**config.mk**
```make
export PLATFORM = sky130hd
export DESIGN_NAME = hdlc_dtx
export DESIGN_NICKNAME = d
export VERILOG_FILES = /design/src/rtl/hdlc_dtx_pkg.sv /design/src/rtl/hdlc_dtx_crc.sv /design/src/rtl/hdlc_dtx_fifo.sv /design/src/rtl/hdlc_dtx_ser.sv /design/src/rtl/hdlc_dtx.sv
export SDC_FILE = /design/constraint.sdc
export NUM_CORES = 1
export LEC_CHECK = 0
export ABC_AREA = 0
export CAP_MARGIN = 20
export CORE_ASPECT_RATIO = 1.75
export CORE_MARGIN = 4
export CORE_UTILIZATION = 53
export CTS_BUF_LIST = sky130_fd_sc_hd__clkbuf_8 sky130_fd_sc_hd__clkbuf_16
export DETAILED_ROUTE_END_ITERATION = 7
export HOLD_SLACK_MARGIN = 0.1
export PLACE_DENSITY = 0.71
export SLEW_MARGIN = 25
export SYNTH_ARGS = -nofsm -noshare
export SYNTH_HDL_FRONTEND = slang
export SYNTH_SLANG_ARGS = --single-unit
```
**constraint.sdc**
```tcl
create_clock -name clk -period 2.06 [get_ports clk]
set_input_delay 0.412 -clock clk [delete_from_list [all_inputs] [get_ports clk]]
set_output_delay 0.412 -clock clk [all_outputs]
set_load 0.02 [all_outputs]
```
**src/rtl/hdlc_dtx_pkg.sv**
```systemverilog
package hdlc_dtx_pkg;

  localparam logic [7:0]  FLAG_BYTE    = 8'h7E;
  localparam logic [15:0] CRC_PRESET   = 16'hFFFF;
  localparam logic [15:0] CRC_POLY_REV = 16'h8408;
  localparam int          STUFF_RUN    = 5;

  // command word bit positions
  localparam int CMD_XRST = 0;
  localparam int CMD_XEND = 1;
  localparam int CMD_XGO  = 3;

  typedef enum logic [2:0] {
    S_IDLE,
    S_OPEN,
    S_DATA,
    S_FCS,
    S_CLOSE,
    S_ABORT
  } ser_st_e;

endpackage

```
**src/rtl/hdlc_dtx_crc.sv**
```systemverilog
module hdlc_dtx_crc #(
  parameter int          W    = 16,
  parameter logic [15:0] POLY = 16'h8408
) (
  input  logic [W-1:0] crc_i,
  input  logic         bit_i,
  output logic [W-1:0] crc_o
);

  logic fb;

  always_comb begin
    fb = crc_i[0] ^ bit_i;
    if (fb) crc_o = (crc_i >> 1) ^ POLY[W-1:0];
    else    crc_o = crc_i >> 1;
  end

endmodule

```
**src/rtl/hdlc_dtx_fifo.sv**
```systemverilog
module hdlc_dtx_fifo #(
  parameter int DW    = 8,
  parameter int DEPTH = 128,
  localparam int AW   = $clog2(DEPTH),
  localparam int CW   = AW + 1
) (
  input  logic          clk,
  input  logic          rst_n,
  input  logic          clr,
  input  logic          push,
  input  logic [DW-1:0] din,
  input  logic          pop,
  output logic [DW-1:0] dout,
  output logic          empty,
  output logic [CW-1:0] fill
);

  logic [DW-1:0] mem [DEPTH];
  logic [AW-1:0] wp_q, wp_d, rp_q, rp_d;
  logic [CW-1:0] cnt_q, cnt_d;
  logic          full, do_push, do_pop;

  assign empty   = (cnt_q == '0);
  assign full    = (cnt_q == CW'(DEPTH));
  assign do_push = push && !full;
  assign do_pop  = pop && !empty;
  assign dout    = mem[rp_q];
  assign fill    = cnt_q;

  always_comb begin
    wp_d  = wp_q;
    rp_d  = rp_q;
    cnt_d = cnt_q;
    if (clr) begin
      wp_d  = '0;
      rp_d  = '0;
      cnt_d = '0;
    end else begin
      if (do_push) wp_d = (wp_q == AW'(DEPTH - 1)) ? '0 : wp_q + AW'(1);
      if (do_pop)  rp_d = (rp_q == AW'(DEPTH - 1)) ? '0 : rp_q + AW'(1);
      case ({do_push, do_pop})
        2'b10:   cnt_d = cnt_q + CW'(1);
        2'b01:   cnt_d = cnt_q - CW'(1);
        default: cnt_d = cnt_q;
      endcase
    end
  end

  always_ff @(posedge clk or negedge rst_n) begin
    if (!rst_n) begin
      wp_q  <= '0;
      rp_q  <= '0;
      cnt_q <= '0;
    end else begin
      wp_q  <= wp_d;
      rp_q  <= rp_d;
      cnt_q <= cnt_d;
    end
  end

  always_ff @(posedge clk) begin
    if (do_push && !clr) mem[wp_q] <= din;
  end

endmodule

```
**src/rtl/hdlc_dtx_ser.sv**
```systemverilog
module hdlc_dtx_ser
  import hdlc_dtx_pkg::*;
#(
  parameter int  DW    = 8,
  parameter int  CRC_W = 16,
  localparam int SHW   = CRC_W,
  localparam int CNTW  = $clog2(SHW)
) (
  input  logic          clk,
  input  logic          rst_n,
  input  logic          clr,
  input  logic          tick,
  input  logic          go,
  input  logic          end_pend,
  input  logic          fifo_empty,
  input  logic [DW-1:0] fifo_data,
  output logic          fifo_pop,
  output logic          ser_bit,
  output logic          ser_stb,
  output logic          frame_done,
  output logic          abort_done
);

  localparam logic [CNTW-1:0] BYTE_LAST = CNTW'(DW - 1);
  localparam logic [CNTW-1:0] FCS_LAST  = CNTW'(CRC_W - 1);

  ser_st_e          st_q, st_d;
  logic [SHW-1:0]   sh_q, sh_d;
  logic [CNTW-1:0]  cnt_q, cnt_d;
  logic [2:0]       ones_q, ones_d;
  logic [CRC_W-1:0] crc_q, crc_d, crc_nx, seed;
  logic             bit_q, bit_d, stb_q, stb_d;
  logic             cur, stuff, need_load;

  assign cur   = sh_q[cnt_q];
  assign stuff = (ones_q == 3'(STUFF_RUN)) &&
                 ((st_q == S_DATA) || (st_q == S_FCS) ||
                  ((st_q == S_CLOSE) && (cnt_q == '0)));

  hdlc_dtx_crc #(.W(CRC_W), .POLY(CRC_POLY_REV)) u_crc (
    .crc_i (crc_q),
    .bit_i (cur),
    .crc_o (crc_nx)
  );

  always_comb begin
    st_d       = st_q;
    sh_d       = sh_q;
    cnt_d      = cnt_q;
    ones_d     = ones_q;
    crc_d      = crc_q;
    bit_d      = bit_q;
    stb_d      = tick;
    fifo_pop   = 1'b0;
    frame_done = 1'b0;
    abort_done = 1'b0;
    need_load  = 1'b0;
    seed       = crc_q;
    if (clr) begin
      st_d   = S_IDLE;
      cnt_d  = '0;
      ones_d = '0;
      bit_d  = 1'b1;
    end else if (tick) begin
      if (stuff) begin
        bit_d  = 1'b0;
        ones_d = '0;
      end else begin
        unique case (st_q)
          S_IDLE: begin
            bit_d = 1'b1;
            if (go) begin
              st_d  = S_OPEN;
              sh_d  = SHW'(FLAG_BYTE);
              cnt_d = '0;
            end
          end
          S_OPEN: begin
            bit_d  = cur;
            ones_d = '0;
            cnt_d  = cnt_q + CNTW'(1);
            if (cnt_q == BYTE_LAST) begin
              need_load = 1'b1;
              seed      = CRC_PRESET[CRC_W-1:0];
            end
          end
          S_DATA: begin
            bit_d  = cur;
            ones_d = cur ? ones_q + 3'd1 : 3'd0;
            crc_d  = crc_nx;
            cnt_d  = cnt_q + CNTW'(1);
            if (cnt_q == BYTE_LAST) begin
              need_load = 1'b1;
              seed      = crc_nx;
            end
          end
          S_FCS: begin
            bit_d  = cur;
            ones_d = cur ? ones_q + 3'd1 : 3'd0;
            cnt_d  = cnt_q + CNTW'(1);
            if (cnt_q == FCS_LAST) begin
              st_d  = S_CLOSE;
              sh_d  = SHW'(FLAG_BYTE);
              cnt_d = '0;
            end
          end
          S_CLOSE: begin
            bit_d  = cur;
            ones_d = '0;
            cnt_d  = cnt_q + CNTW'(1);
            if (cnt_q == BYTE_LAST) begin
              st_d       = S_IDLE;
              cnt_d      = '0;
              frame_done = 1'b1;
            end
          end
          S_ABORT: begin
            bit_d = 1'b1;
            cnt_d = cnt_q + CNTW'(1);
            if (cnt_q == BYTE_LAST) begin
              st_d       = S_IDLE;
              cnt_d      = '0;
              abort_done = 1'b1;
            end
          end
          default: st_d = S_IDLE;
        endcase
        if (need_load) begin
          cnt_d = '0;
          crc_d = seed;
          if (!fifo_empty) begin
            fifo_pop = 1'b1;
            sh_d     = SHW'(fifo_data);
            st_d     = S_DATA;
          end else if (end_pend) begin
            sh_d = ~seed;
            st_d = S_FCS;
          end else begin
            st_d = S_ABORT;
          end
        end
      end
    end
  end

  always_ff @(posedge clk or negedge rst_n) begin
    if (!rst_n) begin
      st_q   <= S_IDLE;
      sh_q   <= '0;
      cnt_q  <= '0;
      ones_q <= '0;
      crc_q  <= CRC_PRESET[CRC_W-1:0];
      bit_q  <= 1'b1;
      stb_q  <= 1'b0;
    end else begin
      st_q   <= st_d;
      sh_q   <= sh_d;
      cnt_q  <= cnt_d;
      ones_q <= ones_d;
      crc_q  <= crc_d;
      bit_q  <= bit_d;
      stb_q  <= stb_d;
    end
  end

  assign ser_bit = bit_q;
  assign ser_stb = stb_q;

endmodule

```
**src/rtl/hdlc_dtx.sv**
```systemverilog
module hdlc_dtx
  import hdlc_dtx_pkg::*;
#(
  parameter int  DEPTH = 128,
  parameter int  CHUNK = 64,
  parameter int  DW    = 8,
  localparam int CW    = $clog2(DEPTH) + 1
) (
  input  logic          clk,
  input  logic          rst_n,
  input  logic          wr_en,
  input  logic          wr_addr,
  input  logic [DW-1:0] wr_data,
  input  logic          line_tick,
  output logic          ser_bit,
  output logic          ser_stb,
  output logic          irq_xrdy,
  output logic          irq_xund
);

  logic [1:0]    rst_sync_q;
  logic          rst_s_n;
  logic          cmd_wr, cmd_xrst, cmd_xgo, cmd_xend, data_wr;
  logic          fifo_empty, fifo_pop;
  logic [DW-1:0] fifo_dout;
  logic [CW-1:0] fifo_fill;
  logic          room_ok, go;
  logic          ser_done, ser_abrt;
  logic          start_q, start_d, end_q, end_d;
  logic          und_q, und_d, rdy_q, rdy_d, arm_q, arm_d;

  // asynchronous assertion, synchronous release
  always_ff @(posedge clk or negedge rst_n) begin
    if (!rst_n) rst_sync_q <= 2'b00;
    else        rst_sync_q <= {rst_sync_q[0], 1'b1};
  end
  assign rst_s_n = rst_sync_q[1];

  assign cmd_wr   = wr_en && wr_addr;
  assign data_wr  = wr_en && !wr_addr;
  assign cmd_xrst = cmd_wr && wr_data[CMD_XRST];
  assign cmd_xgo  = cmd_wr && wr_data[CMD_XGO]  && !wr_data[CMD_XRST];
  assign cmd_xend = cmd_wr && wr_data[CMD_XEND] && !wr_data[CMD_XRST];

  assign room_ok = (CW'(DEPTH) - fifo_fill) >= CW'(CHUNK);
  assign go      = start_q && (!fifo_empty || end_q);

  hdlc_dtx_fifo #(.DW(DW), .DEPTH(DEPTH)) u_fifo (
    .clk   (clk),
    .rst_n (rst_s_n),
    .clr   (cmd_xrst),
    .push  (data_wr),
    .din   (wr_data),
    .pop   (fifo_pop),
    .dout  (fifo_dout),
    .empty (fifo_empty),
    .fill  (fifo_fill)
  );

  hdlc_dtx_ser #(.DW(DW), .CRC_W(16)) u_ser (
    .clk        (clk),
    .rst_n      (rst_s_n),
    .clr        (cmd_xrst),
    .tick       (line_tick),
    .go         (go),
    .end_pend   (end_q),
    .fifo_empty (fifo_empty),
    .fifo_data  (fifo_dout),
    .fifo_pop   (fifo_pop),
    .ser_bit    (ser_bit),
    .ser_stb    (ser_stb),
    .frame_done (ser_done),
    .abort_done (ser_abrt)
  );

  always_comb begin
    start_d = start_q;
    end_d   = end_q;
    und_d   = und_q;
    rdy_d   = rdy_q;
    arm_d   = arm_q;
    if (ser_done || ser_abrt) begin
      start_d = 1'b0;
      end_d   = 1'b0;
    end
    if (ser_abrt) und_d = 1'b1;
    if (cmd_xgo) begin
      start_d = 1'b1;
      und_d   = 1'b0;
      rdy_d   = 1'b0;
      arm_d   = 1'b1;
    end else if (arm_q && room_ok) begin
      rdy_d = 1'b1;
      arm_d = 1'b0;
    end
    if (cmd_xend) end_d = 1'b1;
    if (cmd_xrst) begin
      start_d = 1'b0;
      end_d   = 1'b0;
      und_d   = 1'b0;
      rdy_d   = 1'b1;
      arm_d   = 1'b0;
    end
  end

  always_ff @(posedge clk or negedge rst_s_n) begin
    if (!rst_s_n) begin
      start_q <= 1'b0;
      end_q   <= 1'b0;
      und_q   <= 1'b0;
      rdy_q   <= 1'b0;
      arm_q   <= 1'b1;
    end else begin
      start_q <= start_d;
      end_q   <= end_d;
      und_q   <= und_d;
      rdy_q   <= rdy_d;
      arm_q   <= arm_d;
    end
  end

  assign irq_xrdy = rdy_q;
  assign irq_xund = und_q;

endmodule

```
==> summary.txt <==
GRT
  – Vias in the first global route: 25944
  – First-pass GRT wire length: approximately 180000 um
  – Gr usage total: 27.9%
  – Grt ovf: 0
  – Initial antenna violation count: 1
  – Largest net degree at the start of global routing: about 130

Status
  – Status: finished, violations left
  – Failing checks: negative setup slack

Worst setup path
  – Critical path class: reg -> reg
  – Crit. End Element: register
  – Req. time, crit path: about 2.6 ns
  – CP max stage delay: 0.55 ns
  – Critical path's top delay family: multiplexers
  – Worst-path fanout max: 7
  – Slowest CP cell: mux4_2
  – Buf/Inv on CP: 4
  – Worst path cell trace: buf_12 > buf_16 > buf_8 > buf_4 > mux4_2 > mux4_2 > mux2i_2 > o211ai_1 > o211ai_1 > a21oi_1
  – Critical Path Start Type: register
  – Worst Path Arrival: approximately 3.4 ns

Cells and area
  – N_diodes: 0
  – Filler Cell Count: 5134
  – Share of cells above drive strength 1: 43.2%
  – Storage cell area: around 33000 um2
  – Fin util: about 67%
  – Multi-input gate area: about 12000 um2
  – Area delta synth->final: 25.0%
  – Layout Nets: around 2800

Floorplan
  – Row Count: about 140
  – Starting Density: 53.4%
  – Die area: ~90000 um2
  – Die Ht: roughly 390 um
  – I/O pin count: 17
  – Floorplan core area: 82100 um2
  – Die Wd: approximately 230 um

Timing
  – Worst Skew: between 0.02 and 0.03 ns
  – RSZ-0062 raised after global routing: yes
  – Setup Total Neg Slack: -174.63 ns
  – Final Setup Violations: 1009
  – Actual slew at the worst max-slew pin: ~0.9 ns
  – Fmax: around 350 MHz
  – Final WS setup: -0.767 ns
  – Final period util: 137%
  – Crit path time final: about 2.8 ns
  – Slew Limit Headroom: between 40% and 50%
  – Pins Over Slew Limit: 0
  – Hold Vio Cnt, Final: 0

Clock network
  – Clk sink count: ~1100
  – Max Root-Sink Buffers: 3
  – CTS tree: built
  – CTS root buf: clkbuf_16
  – CTS H-tree depth: 3
  – Clk slew on worst S/H paths: 0.07 ns
  – Clock insertion delay at the later pin of the skew report: approximately 0.68 ns
  – Num CTS Buffers: 94

Synth
  – Largest family of logic cells by synthesized area: multiplexers
  – Yosys synthesis warning count: 0
  – Synth Area in Adders: less than 1%
  – Mux cell area share after synthesis: 15.6%
  – Post-Synthesis Net Count: 2252
  – Post-synth EDFFs: approximately 1000
  – Synth cell types: between 70 and 80
  – Ys async rst share: 6.65%
  – Synth Register Bits: between 1000 and 1500
  – Avg Synthesized Cell Area: 19.6 um2
  – Compound-Gate Fraction of Synth Area: under 10%
  – Dominant synthesized flop cell: edfxtp_1
  – Post-synthesis simple-gate area fraction: under 10%
  – Synth top area share: between 70% and 80%
  – Post-synth top area cell: edfxtp_1
  – Mapped Cells: roughly 2200
  – XOR/XNOR share of the synthesized area: less than 1%
  – Top cells by area, synth: edfxtp_1 (70%), mux4_2 (14%), dfrtp_1 (3.1%)
  – Post-Syn Area: approximately 44000 um2
  – Sequential fraction of the synthesis area: 74.4%

Pwr
  – Leakage power: about 18 nW
  – Peak VDD IR: just under 600 uV
  – Overall power: approximately 45 mW
  – Power Density: around 800 nW/um2

Route
  – Routed WL: approximately 120000 um
  – Routed vias: between 20000 and 25000
  – Antenna viol nets, final: 0
  – DR DRC count: 0
  – DRT iter0 DRCs: about 2500
  – Detail-routed via count per cell: between 6 and 7
  – Drt wl/cell: roughly 31 um
  – Pre-antenna DRT Iters: 5

Placement
  – IO buf count: 16
  – Final GP Congestion: 0.940
  – HPWL after detailed placement: around 80000 um

Min path
  – HP Class: in -> reg

Run
  – Max-capacitance violation count: 0
[layer usage]
layer	share of wire, %	vias to the layer above	global-route usage [%]
met3	6.2	312	4.25
li1	-	10154	-
met2	53	1168	48.7
met1	34	12965	33.0
met4	6.8	0	16.0
met5	0	-	0
[cell usage in the layout (no fill, tap or decap), drive strengths merged, types with 14 or more instances in the layout]
cell and instances:
nor2 197, mux4 276, buf 525, a22oi 18
clkinv 39, dfrtp 55, o21ai 41, nand3 34
a31oi 15, nor3 28, nand2 87, clkbuf 99
inv 29, dfstp 18, edfxtp 1024, mux2i 56
a21oi 38, o22a 14
[registers in the layout (all words and copies together) (netlist names)]
| signal | count |
|---|---|
| u_ser.st_q | 3 |
| end_q | 1 |
| u_ser.crc_q | 16 |
| arm_q | 1 |
| start_q | 1 |
| u_ser.ser_bit | 1 |
| u_ser.cnt_q | 4 |
| u_fifo.mem | 1024 |
| irq_xrdy | 1 |
| u_ser.sh_q | 16 |
| u_ser.ones_q | 3 |
| irq_xund | 1 |
| u_fifo.fill | 8 |
| rst_sync_q | 2 |
| u_fifo.wp_q | 7 |
| u_fifo.rp_q | 7 |
| u_ser.ser_stb | 1 |
[report_power, final]
part           leakage (nW)  switching [mW]  internal [mW]  total, mW
registers              10.1           0.230           24.6       24.8
logic                  6.09            1.56           1.15       2.70
clock network          1.55            7.89           9.65       17.5
total                  17.7            9.68           35.4       45.0
[cell type report]
class	count	area share, %
clock inverters	70	1.05
repair buffers	536	10.5
well taps	1057	2.42
flip-flops and latches	1097	59.6
inverters	11	0.0800
clock buffers	98	4.48
multi-input cells	992	21.9
[repair_timing]
item	in CTS	in global routing
pin swaps	84	52
endpoints found under the setup margin	1086	1092
gates cloned	6	1
endpoints found under the hold margin	10	0
setup buffers	53	25
resized for setup	176	90
hold buffers	2	0
[through the flow]
stage | instances | area [um2] | hold slack, ns | setup WS [ns]
final | 3861 | 54700 | 0.162 | -0.767
after CTS | 3849 | 54300 | 0.103 | -0.702
after detailed placement | 3625 | 49900 | 0.343 | -0.989
after global placement | 3625 | 49900 | 0.345 | -0.981
after floorplan | 2231 | 45000 | 0.116 | -0.744
after global routing | 3861 | 54700 | 0.125 | -0.791
[synthesized netlist by cell type (all sizes together), types with 3 or more instances]
cell        n
a211oi      9
a21o        3
a21oi      38
a221oi      7
a22o        5
a22oi      18
a311o       3
a311oi      4
a31oi      15
and2        6
and3        8
buf        79
clkbuf     52
dfrtp      55
dfstp      18
edfxtp   1024
ha          8
inv        10
mux2        5
mux2i      56
mux4      276
nand2      87
nand2b      9
nand3      34
nand3b      8
nand4      13
nand4b      4
nor2      197
nor2b      13
nor3       28
nor4        4
o2111ai     5
o211ai      4
o21ai      41
o221a       3
o221ai      3
o22a       14
o22ai       9
or3         5
xnor2      13
xor2        6
[kinds of logic after synthesis]
family	after synthesis
AND/OR/NAND/NOR	424
other	1
AO/OA/AOI/OAI	203
flip-flops	1097
adder cells (fa/ha/maj)	8
multiplexers	337
XOR/XNOR	19
buffers and inverters	142
[path summary, 6_finish.rpt]
| kind | start | to | slack, ns | cells past startpoint |
|---|---|---|---|---|
| min | wr_data[0] | u_fifo.mem[86][0] | 0.16 | 2 |
| max | u_fifo.rp_q[0] | u_ser.sh_q[6] | -0.77 | 10 |
| min reg2reg | rst_sync_q[0] | rst_sync_q[1] | 0.36 | 0 |
| min in group asynchronous | rst_sync_q[1] | u_ser.cnt_q[1] | 0.38 | 0 |
| max in group asynchronous | rst_sync_q[1] | u_ser.crc_q[4] | 0.97 | 1 |
| max reg2reg | u_fifo.rp_q[0] | u_ser.sh_q[6] | -0.77 | 10 |
No activity file was read; power rests on OpenSTA's default activity.
